### config.mk
export PLATFORM = sky130hd
export DESIGN_NAME = cal_clock_regs
export DESIGN_NICKNAME = d
export VERILOG_FILES = /design/src/rtl/cal_pkg.sv /design/src/rtl/cal_commit.sv /design/src/rtl/cal_time.sv /design/src/rtl/cal_date.sv /design/src/rtl/cal_clock_regs.sv
export SDC_FILE = /design/constraint.sdc
export NUM_CORES = 1
export LEC_CHECK = 0
export ABC_AREA = 1
export ABC_CLOCK_PERIOD_IN_PS = 3300
export BUFFER_PORTS_ARGS = -buffer_cell sky130_fd_sc_hd__buf_4
export CORE_UTILIZATION = 50
export CTS_CLUSTER_DIAMETER = 120
export DETAILED_ROUTE_END_ITERATION = 7
export PLACE_DENSITY = 0.73
export SETUP_SLACK_MARGIN = 0.3
export SLEW_MARGIN = 20
export SYNTH_ARGS = -nofsm -noshare
export SYNTH_HDL_FRONTEND = slang
export SYNTH_SLANG_ARGS = --single-unit
### constraint.sdc
create_clock -name clk -period 3.3 [get_ports clk]
set_input_delay 0.165 -clock clk [delete_from_list [all_inputs] [get_ports clk]]
set_output_delay 0.165 -clock clk [all_outputs]
set_load 0.02 [all_outputs]
### src/rtl/cal_pkg.sv
package cal_pkg;

   localparam int OFS_CTRL = 'h0;
   localparam int OFS_DATE = 'h4;
   localparam int OFS_TIME = 'h8;

   localparam int CTRL_TIME_BUSY = 8;
   localparam int CTRL_DATE_BUSY = 7;

   typedef struct packed {
      logic [4:0] hr;
      logic [5:0] mn;
      logic [5:0] sc;
   } hms_t;

   localparam int HMS_W = $bits(hms_t);

   function automatic logic [4:0] month_days(input logic [3:0] mon, input logic leap);
      logic [4:0] d;
      case (mon)
         4'd2:                      d = leap ? 5'd29 : 5'd28;
         4'd4, 4'd6, 4'd9, 4'd11:   d = 5'd30;
         default:                   d = 5'd31;
      endcase
      return d;
   endfunction

endpackage

### src/rtl/cal_commit.sv
module cal_commit #(
   parameter int DW            = 17,
   parameter int COMMIT_CYCLES = 4
) (
   input  logic          clk,
   input  logic          rst_n,
   input  logic          wr,
   input  logic [DW-1:0] wdata,
   output logic          busy,
   output logic          load,
   output logic [DW-1:0] load_val
);

   localparam int CNT_W = (COMMIT_CYCLES > 1) ? $clog2(COMMIT_CYCLES) : 1;
   localparam logic [CNT_W-1:0] CNT_START = CNT_W'(COMMIT_CYCLES - 1);

   generate
      if (COMMIT_CYCLES < 1) begin : g_bad_delay
         $error("cal_commit: COMMIT_CYCLES must be at least 1");
      end
   endgenerate

   logic [CNT_W-1:0] cnt;

   always_ff @(posedge clk or negedge rst_n) begin
      if (!rst_n) begin
         busy     <= 1'b0;
         cnt      <= '0;
         load_val <= '0;
      end else if (busy) begin
         if (cnt == '0) busy <= 1'b0;
         else           cnt  <= cnt - 1'b1;
      end else if (wr) begin
         busy     <= 1'b1;
         cnt      <= CNT_START;
         load_val <= wdata;
      end
   end

   assign load = busy && (cnt == '0);

   // busy holds until the countdown is spent
   assert_busy_hold_R3: assert property (@(posedge clk) disable iff (!rst_n)
      (busy && cnt != '0) |=> busy);

   // staged value untouched by writes while busy
   assert_ignore_busy_R5: assert property (@(posedge clk) disable iff (!rst_n)
      (busy && wr) |=> $stable(load_val));

endmodule

### src/rtl/cal_time.sv
module cal_time
   import cal_pkg::*;
(
   input  logic clk,
   input  logic rst_n,
   input  logic tick,
   input  logic load,
   input  hms_t load_val,
   output hms_t now,
   output logic day_roll
);

   logic sc_top, mn_top, hr_top;

   assign sc_top   = now.sc >= 6'd59;
   assign mn_top   = now.mn >= 6'd59;
   assign hr_top   = now.hr >= 5'd23;
   assign day_roll = tick && !load && sc_top && mn_top && hr_top;

   always_ff @(posedge clk or negedge rst_n) begin
      if (!rst_n) begin
         now <= '0;
      end else if (load) begin
         now <= load_val;
      end else if (tick) begin
         if (!sc_top) begin
            now.sc <= now.sc + 6'd1;
         end else begin
            now.sc <= '0;
            if (!mn_top) begin
               now.mn <= now.mn + 6'd1;
            end else begin
               now.mn <= '0;
               now.hr <= hr_top ? 5'd0 : now.hr + 5'd1;
            end
         end
      end
   end

   assert_sec_wrap_R6: assert property (@(posedge clk) disable iff (!rst_n)
      (tick && !load && now.sc == 6'd59) |=> (now.sc == 6'd0));

endmodule

### src/rtl/cal_date.sv
module cal_date
   import cal_pkg::*;
#(
   parameter int YEAR_W = 6
) (
   input  logic              clk,
   input  logic              rst_n,
   input  logic              adv,
   input  logic              load,
   input  logic [4:0]        ld_day,
   input  logic [3:0]        ld_mon,
   input  logic [YEAR_W-1:0] ld_year,
   input  logic              ld_leap,
   output logic [4:0]        day,
   output logic [3:0]        mon,
   output logic [YEAR_W-1:0] year,
   output logic              leap
);

   logic [4:0] dim;
   logic       month_end, year_end;

   assign dim       = month_days(mon, leap);
   assign month_end = day >= dim;
   assign year_end  = mon >= 4'd12;

   always_ff @(posedge clk or negedge rst_n) begin
      if (!rst_n) begin
         day  <= 5'd1;
         mon  <= 4'd1;
         year <= '0;
         leap <= 1'b0;
      end else if (load) begin
         day  <= ld_day;
         mon  <= ld_mon;
         year <= ld_year;
         leap <= ld_leap;
      end else if (adv) begin
         if (!month_end) begin
            day <= day + 5'd1;
         end else begin
            day <= 5'd1;
            if (!year_end) begin
               mon <= mon + 4'd1;
            end else begin
               mon  <= 4'd1;
               year <= year + 1'b1;
               leap <= 1'b0;
            end
         end
      end
   end

   assert_day_step_R7: assert property (@(posedge clk) disable iff (!rst_n)
      (adv && !load && day < dim) |=> (day == $past(day) + 5'd1));

   assert_new_year_R8: assert property (@(posedge clk) disable iff (!rst_n)
      (adv && !load && month_end && year_end) |=> (mon == 4'd1 && !leap && day == 5'd1));

endmodule

### src/rtl/cal_clock_regs.sv
module cal_clock_regs
   import cal_pkg::*;
#(
   parameter int YEAR_W        = 6,
   parameter int COMMIT_CYCLES = 4,
   parameter int ADDR_W        = 4
) (
   input  logic              clk,
   input  logic              rst_n,
   input  logic              tick,
   input  logic              bus_wr,
   input  logic [ADDR_W-1:0] bus_addr,
   input  logic [31:0]       bus_wdata,
   output logic [31:0]       bus_rdata
);

   localparam int LEAP_POS = 16 + YEAR_W;
   localparam int DATE_W   = 5 + 4 + YEAR_W + 1;

   generate
      if (YEAR_W != 6 && YEAR_W != 8) begin : g_bad_year
         $error("cal_clock_regs: YEAR_W must be 6 or 8");
      end
      if (ADDR_W < 4) begin : g_bad_addr
         $error("cal_clock_regs: ADDR_W must be at least 4");
      end
   endgenerate

   logic wr_time, wr_date;
   assign wr_time = bus_wr && (bus_addr == ADDR_W'(OFS_TIME));
   assign wr_date = bus_wr && (bus_addr == ADDR_W'(OFS_DATE));

   hms_t              time_in, time_stage, time_now;
   logic [DATE_W-1:0] date_in, date_stage;
   logic              time_busy, time_load, date_busy, date_load, day_roll;
   logic [4:0]        day;
   logic [3:0]        mon;
   logic [YEAR_W-1:0] year;
   logic              leap;
   logic              unused_wbits;

   assign time_in      = '{hr: bus_wdata[20:16], mn: bus_wdata[13:8], sc: bus_wdata[5:0]};
   assign date_in      = {bus_wdata[LEAP_POS], bus_wdata[16 +: YEAR_W], bus_wdata[11:8], bus_wdata[4:0]};
   assign unused_wbits = ^bus_wdata;

   cal_commit #(.DW(HMS_W), .COMMIT_CYCLES(COMMIT_CYCLES)) u_time_commit (
      .clk(clk), .rst_n(rst_n), .wr(wr_time), .wdata(time_in),
      .busy(time_busy), .load(time_load), .load_val(time_stage)
   );

   cal_commit #(.DW(DATE_W), .COMMIT_CYCLES(COMMIT_CYCLES)) u_date_commit (
      .clk(clk), .rst_n(rst_n), .wr(wr_date), .wdata(date_in),
      .busy(date_busy), .load(date_load), .load_val(date_stage)
   );

   cal_time u_time (
      .clk(clk), .rst_n(rst_n), .tick(tick), .load(time_load),
      .load_val(time_stage), .now(time_now), .day_roll(day_roll)
   );

   cal_date #(.YEAR_W(YEAR_W)) u_date (
      .clk(clk), .rst_n(rst_n), .adv(day_roll), .load(date_load),
      .ld_day(date_stage[4:0]), .ld_mon(date_stage[8:5]),
      .ld_year(date_stage[9 +: YEAR_W]), .ld_leap(date_stage[DATE_W-1]),
      .day(day), .mon(mon), .year(year), .leap(leap)
   );

   always_comb begin
      bus_rdata = '0;
      if (bus_addr == ADDR_W'(OFS_CTRL)) begin
         bus_rdata[CTRL_TIME_BUSY] = time_busy;
         bus_rdata[CTRL_DATE_BUSY] = date_busy;
      end else if (bus_addr == ADDR_W'(OFS_DATE)) begin
         bus_rdata[4:0]             = day;
         bus_rdata[11:8]            = mon;
         bus_rdata[16 +: YEAR_W]    = year;
         bus_rdata[LEAP_POS]        = leap;
      end else if (bus_addr == ADDR_W'(OFS_TIME)) begin
         bus_rdata[5:0]   = time_now.sc;
         bus_rdata[13:8]  = time_now.mn;
         bus_rdata[20:16] = time_now.hr;
      end
   end

   // a date commit always wins over a carry in the same cycle
   assert_date_commit_R9: assert property (@(posedge clk) disable iff (!rst_n)
      date_load |=> (day == $past(date_stage[4:0]) && mon == $past(date_stage[8:5])));

endmodule

# Yosys cells after proc, flatten, opt, wreduce, memory -nomap -nowiden
# Index checks and enable logic that the tools add are counted.
[word_totals] output_inout_bits=32 register_bits=72 word_cells=116 in_bits=40
[op_classes] n_eq_ne=9 bitwise_logic=2 n_reduce_logical=29 add_sub_neg=8 muxes=50 n_lt_le_gt_ge=5
[ops] cell="6-bit 2-to-1 mux" count=9
[ops] cell="5-bit 2-to-1 mux" count=9
[ops] cell="17-bit 2-to-1 mux" count=2
[ops] cell="4-bit 2-to-1 mux" count=5
[ops] cell="6-bit by 1-bit adder with 6-bit output (second input constant)" count=3
[ops] cell="2-bit 2-to-1 mux" count=8
[ops] cell="2-bit nonzero test" count=8
[ops] cell="1-bit 2-to-1 mux" count=14
[ops] cell="4-bit by 3-bit equality test with 1-bit output (second input constant)" count=3
[ops] cell="4-bit equality test (second input constant)" count=3
[ops] cell="6-bit >= comparator (second input constant)" count=2
[ops] cell="2-bit AND reduction" count=6
[ops] cell="11-bit 2-to-1 mux" count=1
[ops] cell="5-bit by 1-bit adder with 5-bit output (second input constant)" count=2
[ops] cell="5-bit case mux with 2 select lines" count=1
[ops] cell="1-bit logical AND" count=8
[ops] cell="7-bit 2-to-1 mux" count=1
[ops] cell="3-bit AND reduction" count=2
[ops] cell="5-bit >= comparator" count=1
[ops] cell="5-bit >= comparator (second input constant)" count=1
[ops] cell="4-bit by 1-bit adder with 4-bit output (second input constant)" count=1
[ops] cell="4-bit by 2-bit equality test with 1-bit output (second input constant)" count=1
[ops] cell="4-bit >= comparator (second input constant)" count=1
[ops] cell="2-bit logical NOT" count=2
[ops] cell="other kinds (6)" count=9

# Logic depth before layout (Yosys ltp)
# Gate-level depths: netlist of the first run.
[logic_depth] depth_word=9 depth_mapped=15 depth_no_buf=14

# Modules after synthesis
# Synthesis of the first run repeated with hierarchy kept, for this count alone.
[unflattened] hier_cells=561 hier_area_um2=4374.2
[by_module_without_submodules] mod="cal_time" seq_area_each_um2=425.4 area_each_um2=1138.6 instances=1 cells_per_inst=150
[by_module_without_submodules] mod="cal_date" seq_area_each_um2=402.9 area_each_um2=1132.3 instances=1 cells_per_inst=144
[by_module_without_submodules] mod="cal_commit (u_time_commit)" seq_area_each_um2=500.5 area_each_um2=865.8 instances=1 cells_per_inst=94
[by_module_without_submodules] mod="cal_commit (u_date_commit)" seq_area_each_um2=475.5 area_each_um2=802.0 instances=1 cells_per_inst=90
[by_module_without_submodules] mod="cal_clock_regs" seq_area_each_um2=0.0 area_each_um2=435.4 instances=1 cells_per_inst=83

# Worst setup path after synthesis of the first run
# No wires, ideal clock.
[synth_path] path_kind="register to register" from="register u_date.mon[0]" to="register u_date.year[3]" t_arrival_ns=2.076 stages_incl_launch_ff=14 slack_ns=1.107 period_less_slack_ns=2.193 t_required_ns=3.183 setup_ns=0.117 n_path_buf=1 path_cell_list="dfstp_2 -> inv_1 -> ha_1 -> o21ai_0 -> nand2_1 -> a22oi_1 -> ha_1 -> o21ai_0 -> nand2_1 -> nand3_1 -> nand2_1 -> buf_2 -> nand4_1 -> nand2_1"
[synth_via] elab_chain_cells=6 elab_cells_between_ends=12 cone_classes="2 x order compare; 5 x eq/ne; 1 x mux; 4 x reduce/logical"
[synth_lines] item="start, declared" line_no="cal_date.sv:15" source="output logic [3:0] mon,"
[synth_lines] item="start signal, assigned" line_no="cal_date.sv:35" source="mon <= ld_mon;"
[synth_lines] item="start signal, assigned" line_no="cal_date.sv:44" source="mon <= mon + 4'd1;"
[synth_lines] item="4-bit by 3-bit equality test with 1-bit output or 4-bit equality test (tied branches)" line_no="cal_pkg.sv:20" source="case (mon)"
[synth_lines] item="4-bit OR reduction" line_no="cal_pkg.sv:20"
[synth_lines] item="5-bit case mux with 2 select lines" line_no="cal_pkg.sv:20"
[synth_lines] item="5-bit >= comparator" line_no="cal_date.sv:24" source="assign month_end = day >= dim;"
[synth_lines] item="2-bit nonzero test (no line)"
[synth_lines] item="3-bit AND reduction (no line) *"
[synth_lines] item="end signal, assigned" line_no="cal_date.sv:36" source="year <= ld_year;"
[synth_lines] item="end signal, assigned" line_no="cal_date.sv:47" source="year <= year + 1'b1;"
[synth_lines] item="end, declared" line_no="cal_date.sv:16" source="output logic [YEAR_W-1:0] year,"
# Every way passes the cells marked *; elsewhere a longest branch is shown, timed or not.
# A chain may end at the register's enable or synchronous reset.

# Worst setup path in the final report of the first run
[layout_path] from="register u_date.mon[0]" to="register u_date.year[0]"
# The elaborated chain is that of the path after synthesis.

==> results_dict.tcl, run 1 <==
set metrics [dict create \
    synth_area_sq_um 4051 \
    worst_ep_required_time_ns 3.58 \
    antenna_cells 0 \
    reg2reg_depth 13 \
    synth.area.top_cells "dfrtp_1 (43%), nand2_1 (12%), o21ai_0 (6.4%), inv_1 (5.4%), ha_1 (4.0%)" \
    cts_made_buffers 9 \
    cts_num_sinks 72 \
    cp-end-kind "flop" \
    drt-pass1-iter-count 5 \
    pwr-share-clk 0.235 \
    syn_inst 506 \
    yosys.area.top_type_share 0.4324 \
    gp_congestion 0.8299 \
    grt_use_total 0.2444 \
    outcome "completed" \
    ant_nets 0 \
    die_width_microns 92.02 \
    r2r-end "u_date.year[0]$_DFFE_PN0P_" \
    layout_common_cells "nand2_1 (131), dfrtp_1 (70), inv_1 (58)" \
    p_int_mw 1.836 \
    layout_commonest_cell "nand2_1" \
    grt_pass1_wl_mm 16.24 \
    period_minus_slack_ns 2.630 \
    via_count 3463 \
    clock_path_buffers 2 \
    crit_chain "inv_1, ha_1, o21ai_0, nand2_1, a22oi_1, ha_1, o21ai_0, nand2_1, nand3_1, nand2_1, nand3_2, nand2_1, nand2_1" \
    rr_startpoint "u_date.mon[0]$_DFFE_PN1P_" \
    tns_ns 0 \
    h-tree-depth 3 \
    pwr-share-comb 0.283 \
    grt_max_degree 73 \
    setup_violations 0 \
    drtIter0Drc 161 \
    die_area_sq_um 8467 \
    p_per_area_nw_per_um2 629.6 \
    post_cts_resized 0 \
    drt_wl_total_mm 9.321 \
    ys_async_sr_fraction 1.000 \
    antenna_found_initial 0 \
    maxCapViolations 0 \
    fmax_ghz 0.3802 \
    post-place-cells 638 \
    leakagePower_nw 2.367 \
    fin_skew_ns 0.01272 \
    ys_ff_latch 72 \
    cts_tree "done" \
    startpoint_type "flop" \
    dp.final_hpwl_mm 6.681 \
    cpMostUsedCell "nand2_1" \
    row_count 32 \
    yosys.area.top_type "dfrtp_1" \
    ys_warn_count 0 \
    worst_path_largest_cell_delay_ns 0.59 \
    worstSetupPathType "flop to flop" \
    portBuffers 46 \
    viasPerCell 5.287 \
    start_util 0.5216 \
    hp-class "primary input to flop" \
    cp_data_arrival_time_ns 2.91 \
    hold_start "bus_wdata[5]" \
    post-route-period-util 0.7970 \
    area_delta_synth_final_pct 13.19 \
    peakVddDrop_mv 0.3434 \
    hold_path_depth 2 \
    cts-root-buf "clkbuf_8" \
    fp.dieH_microns 92.02 \
    finalMaxSlewViolations 0 \
    switching_share 0.3641 \
    core_area_sq_um 7767 \
    grt_pass1_vias 3504 \
    slew_headroom 0.4028 \
    whs_ns 0.04443 \
    cp_slowest_cell "dfstp_2" \
    utilization 0.5904 \
    layout.cells.non_filler 655 \
    drive_above_1_share 0.1627 \
    synth_enable_flop_cells 0 \
    crit_fanout 13 \
    synth_cell_types 42 \
    hold_viol_final 0 \
    p_seq_frac 0.482 \
    pin_count 72 \
    synth_area_per_cell_sq_um 8.007 \
    synth-main-ff-cell "dfrtp_1" \
    clk_latency_ns 0.35 \
    grt_setup_unrepaired "no" \
    ys_seq_area_frac 0.4453 \
    fin_nets 601 \
    p_sw_mw 1.051 \
    r2r_slack_ns 0.67 \
    grt_overflow 0 \
    tightest_slew_ns 0.8957 \
    post-route-drc-count 0 \
    finalPower_mw 2.887 \
    wl_per_cell_microns 14.23 \
    clk_pin_slew_worst_paths_ns 0.07 \
    hold_end "u_time_commit.load_val[5]$_DFFE_PN0P_" \
]
power by group through the flow:
stage               sequential [mW]  clock, mW  combinational (mW)
floorplan                      1.33          0               0.648
global placement               1.39          0               0.775
detailed placement             1.40          0               0.817
CTS                            1.39      0.684               0.825
global route                   1.43      0.719               0.953
finish                         1.39      0.677               0.818
cell usage after synthesis, types with 2 or more instances:
master and instances:
nand2_1 131, dfrtp_1 70, inv_1 58, o21ai_0 52, nor2_1 35, nand3_1 27
ha_1 13, a21oi_1 12, buf_4 12, o21ai_1 10, nand4_1 8, xor2_1 7
a22oi_1 6, buf_2 6, clkbuf_1 6, inv_2 5, o22ai_1 5, nand2_2 4
nand3_2 3, nor2_4 3, o211ai_1 3, xnor2_1 3, buf_6 2, dfstp_2 2
mux2_4 2, nand2_4 2, nor2_2 2, nor3b_1 2, o21ai_2 2
repair_timing:
action	4_1_cts	5_1_grt
hold buffers	1	0
endpoints found under the hold margin	41	0
setup buffers	0	0
routing by layer:
layer / vias to the layer above / part of all wire / track usage
met5: - / 0 / 0
met4: 0 / 0.017 / 0.1081
met3: 13 / 0.049 / 0.03731
met2: 112 / 0.48 / 0.3999
met1: 1635 / 0.45 / 0.3210
li1: 1703 / - / -
how the worst max path moves through the flow:
stage	depth (start not counted)	slack, ns	endpoint	from
after floorplan	13	1.11	u_date.year[3]$_DFFE_PN0P_	u_date.mon[0]$_DFFE_PN1P_
after global placement	13	0.76	u_date.leap$_DFFE_PN0P_	u_date.mon[0]$_DFFE_PN1P_
after detailed placement	13	0.70	u_date.mon[2]$_DFFE_PN0P_	u_date.mon[0]$_DFFE_PN1P_
after CTS	13	0.67	u_date.mon[2]$_DFFE_PN0P_	u_date.mon[0]$_DFFE_PN1P_
after global routing	13	0.40	u_date.mon[0]$_DFFE_PN1P_	u_date.mon[0]$_DFFE_PN1P_
final	13	0.67	u_date.year[0]$_DFFE_PN0P_	u_date.mon[0]$_DFFE_PN1P_
state kept, by name, indices dropped and copies added, names as in the netlist:
register	flops
u_time_commit.load_val	17
u_time_commit.cnt	2
u_date.year	6
u_date.mon	4
u_date.day	5
u_time_commit.busy	1
u_time.now	17
u_date_commit.busy	1
u_date_commit.cnt	2
u_date.leap	1
u_date_commit.load_val	16
logic make-up after synthesis:
group | count (synthesis) | synth area share
fa+ha+maj | 13 | 0.04015
compound gates | 97 | 0.1343
buf+inv | 90 | 0.1004
simple gates | 220 | 0.2471
mux | 3 | 0.01019
flops | 72 | 0.4453
other cells | 1 | 0.0009256
xor+xnor | 10 | 0.02162
worst max-delay path, delay by kind of cell, from the launching register on:
kind	cells	cell delay, ns
DFF	1	0.59
adders and majority gates	2	0.45
and+or+nand+nor	7	0.95
AOI/OAI and AO/OA	3	0.49
buffers and inverters	1	0.09
cell type report:
type	count	area, sq um
fillers	740	3182
multi-input cells	355	1882
flip-flops and latches	72	1804
repair buffers	47	355.3
inverters	63	236.5
clock buffers	12	135.1
well taps	102	127.6
clock inverters	4	45.04
through the flow:
stage / area (sq um) / worst slack [ns]
floorplan: 4093 / 1.107
global placement: 4395 / 0.7605
detailed placement: 4395 / 0.6986
CTS: 4586 / 0.6706
global route: 4586 / 0.3960
finish: 4586 / 0.6700
Note: power is estimated with default switching activity, not from simulation.
==> run 2, diff against run 1 <==
--- a/config.mk
+++ b/config.mk
@@ -5,13 +5,13 @@
 export SDC_FILE = /design/constraint.sdc
 export NUM_CORES = 1
 export LEC_CHECK = 0
-export ABC_AREA = 1
-export ABC_CLOCK_PERIOD_IN_PS = 3300
+export ABC_AREA = 0
+export ABC_CLOCK_PERIOD_IN_PS = 2400
 export BUFFER_PORTS_ARGS = -buffer_cell sky130_fd_sc_hd__buf_4
 export CORE_UTILIZATION = 50
 export CTS_CLUSTER_DIAMETER = 120
 export DETAILED_ROUTE_END_ITERATION = 7
-export PLACE_DENSITY = 0.73
+export PLACE_DENSITY = 0.76
 export SETUP_SLACK_MARGIN = 0.3
 export SLEW_MARGIN = 20
 export SYNTH_ARGS = -nofsm -noshare
==> constraint.sdc (replaced) <==
create_clock -name clk -period 2.4 [get_ports clk]
set_input_delay 0.12 -clock clk [delete_from_list [all_inputs] [get_ports clk]]
set_output_delay 0.12 -clock clk [all_outputs]
set_load 0.02 [all_outputs]
==> run 2 against run 1 <==
The flow now finishes with violations (negative setup slack). Count of clock-buffer cells in the layout shrank 3. Register-to-register slack lost 0.83 ns. Combinational power grew 54%. Power grew 53%. Non-clock buffer count grew 39. Highest routed layer unchanged.
==> results_dict.tcl, run 2 <==
set metrics [dict create \
    outcome "finished, violations left" \
    violations "negative setup slack" \
    crit_fanout 5 \
    ys_async_sr_fraction 1.000 \
    start_util 0.5176 \
    ys_warn_count 0 \
    cts_tree "done" \
    grt_max_degree 73 \
    synth.area.top_cells "dfrtp_1 (44%), mux2_2 (9.2%), ha_1 (4.0%), nor2_1 (3.8%), o21ai_0 (3.2%)" \
    tns_ns -1.187 \
    use_met2 0.3997 \
    grt_setup_unrepaired "yes" \
    crit_end "u_date.year[2]$_DFFE_PN0P_" \
    core_area_sq_um 7767 \
    synth.most_common_cell "dfrtp_1" \
    antenna_cells 0 \
    top_usage_layer "met2" \
    slew_headroom 0.4018 \
    finalMaxSlewViolations 0 \
    post-place-cells 556 \
    clk_latency_ns 0.36 \
    row_count 32 \
    worstSetupPathType "flop to flop" \
    ys_seq_area_frac 0.4488 \
    cts_num_sinks 72 \
    synthTopCellsByCount "dfrtp_1 (70), nor2_1 (41), mux2_2 (33)" \
    clk_pin_slew_worst_paths_ns 0.09 \
    finalPower_mw 4.405 \
    grt_pass1_wl_mm 16.51 \
    rr_startpoint "u_date.mon[0]$_DFFE_PN1P_" \
    wl_per_cell_microns 17.31 \
    fin_skew_ns 0.01297 \
    syn_inst 404 \
    synth-main-ff-cell "dfrtp_1" \
    grt_pass1_vias 3364 \
    area_delta_synth_final_pct 25.71 \
    portBuffers 46 \
    drt-pass1-iter-count 5 \
    use_met1 0.3494 \
    post-route-drc-count 0 \
    pin_count 72 \
    post-route-period-util 1.067 \
    fmax_ghz 0.3906 \
    antenna_found_initial 0 \
    cts_made_buffers 9 \
    grt_use_total 0.2543 \
    hold_path_depth 2 \
    place_area_sq_um 4589 \
    hp-class "primary input to flop" \
    place_ws_ns -0.1464 \
    fin_nets 536 \
    startpoint_type "flop" \
    r2r-end "u_date.year[2]$_DFFE_PN0P_" \
    yosys.area.top_type_share 0.4357 \
    grt_overflow 0 \
    gp_congestion 0.9081 \
    fp.dieH_microns 91.67 \
    maxCapViolations 0 \
    use_met3 0.05058 \
    dp.final_hpwl_mm 7.113 \
    synth_cell_types 64 \
    synth_area_per_cell_sq_um 9.951 \
    seqCellArea_sq_um 1804 \
    synth_area_sq_um 4020 \
    die_width_microns 91.67 \
    cp-end-kind "flop" \
    via_count 3482 \
    viasPerCell 5.902 \
    peakVddDrop_mv 0.4876 \
    yosys.area.top_type "dfrtp_1" \
    worst_ep_required_time_ns 2.69 \
    h-tree-depth 3 \
    tightest_slew_ns 0.8974 \
    reg_top3 "u_time.now: 17 flops, u_time_commit.load_val: 17 flops, u_date_commit.load_val: 16 flops" \
    leakagePower_nw 2.261 \
    p_per_area_nw_per_um2 871.6 \
    drive_above_1_share 0.3320 \
    fin_area_sq_um 5054 \
    setup_violations 13 \
    clock_path_buffers 2 \
    fillers 646 \
    layout_common_cells "buf_4 (70), dfrtp_1 (70), nor2_1 (39)" \
    reg2reg_depth 11 \
    drt_wl_total_mm 10.22 \
    ys_ff_latch 72 \
    die_area_sq_um 8402 \
    cp-startpoint "u_date.mon[0]$_DFFE_PN1P_" \
    r2r_slack_ns -0.16 \
    drtIter0Drc 248 \
    period_minus_slack_ns 2.560 \
    synth_enable_flop_cells 0 \
    layout_setup_ws_ns -0.1603 \
    cts-root-buf "clkbuf_8" \
    multi_input_area_sq_um 2181 \
    ant_nets 0 \
    layout.cells.non_filler 590 \
    cp_data_arrival_time_ns 2.85 \
    hold_viol_final 0 \
]
## run 2: cell types whose count changed after synthesis, sizes merged, moves of 7 or more
cell / before / now
o21ai: 64 / 28
a22oi: 6 / 17
inv: 63 / 12
nor3: 1 / 8
mux2: 3 / 33
and3: 0 / 8
nand3: 31 / 14
a21oi: 13 / 23
xor2: 7 / 0
nand2: 137 / 31
a31oi: 1 / 9
## run 2: kinds of logic after synthesis
kind of cell,synth area share
other,0.0009328
DFF,0.4488
adders and majority gates,0.04046
muxes,0.09493
and+or+nand+nor,0.1762
AOI/OAI and AO/OA,0.1849
buffers and inverters,0.05384
## run 2: through the flow
stage / hold slack, ns / utilization
after CTS: 0.0008604 / 0.6353
after detailed placement: 0.3047 / 0.5909
after floorplan: -0.1756 / -
after global routing: 0.0009731 / 0.6506
after global placement: 0.2999 / 0.5909
final: 0.008597 / 0.6506
## run 2: repair_timing
| item | in CTS | in global routing |
|---|---|---|
| hold buffers | 11 | 0 |
| resized for setup | 7 | 18 |
| pin swaps | 5 | 14 |
| setup buffers | 2 | 5 |
| setup endpoints to repair | 16 | 16 |
| endpoints found under the hold margin | 84 | 0 |
| cloned | 0 | 0 |
## run 2: final cells by class
cell class / count / share of cell area
repair buffers: 86 / 0.1369
flip-flops and latches: 72 / 0.3570
clock buffers: 9 / 0.02451
multi-input cells: 302 / 0.4315
clock inverters: 7 / 0.01535
inverters: 12 / 0.009408
well taps: 102 / 0.02525
## run 2: where the power goes
part / internal [mW] / switching [mW]
combinational: 0.631 / 0.629
clock: 0.491 / 0.497
sequential: 1.66 / 0.495
## run 2: worst max-delay path: stages (launching register included)
cell and delay (ns):
dfstp_2 0.58, buf_6 0.12, ha_1 0.14, nor2_1 0.05
o21ai_1 0.11, o21ai_1 0.08, ha_1 0.29, nand2b_4 0.12
a211oi_4 0.07, or3_4 0.37, or4_1 0.48, nand3_1 0.08
## run 2: how the worst min path moves through the flow
stage                             start                                endpoint  slack [ns]
after floorplan                   rst_n               u_date.day[1]$_DFFE_PN0P_       -0.18
after global placement            rst_n   u_date_commit.load_val[9]$_DFFE_PN0P_        0.30
after detailed placement          rst_n   u_date_commit.load_val[9]$_DFFE_PN0P_        0.30
after CTS                 bus_wdata[16]   u_date_commit.load_val[9]$_DFFE_PN0P_      0.0009
after global routing      bus_wdata[20]  u_time_commit.load_val[16]$_DFFE_PN0P_       0.001
final                      bus_wdata[3]   u_date_commit.load_val[3]$_DFFE_PN0P_       0.009
## run 2: routing by layer
metal,part of all wire,vias up
li1,-,1623
met1,0.44,1695
met2,0.48,147
met3,0.065,17
met4,0.022,0
met5,0,-
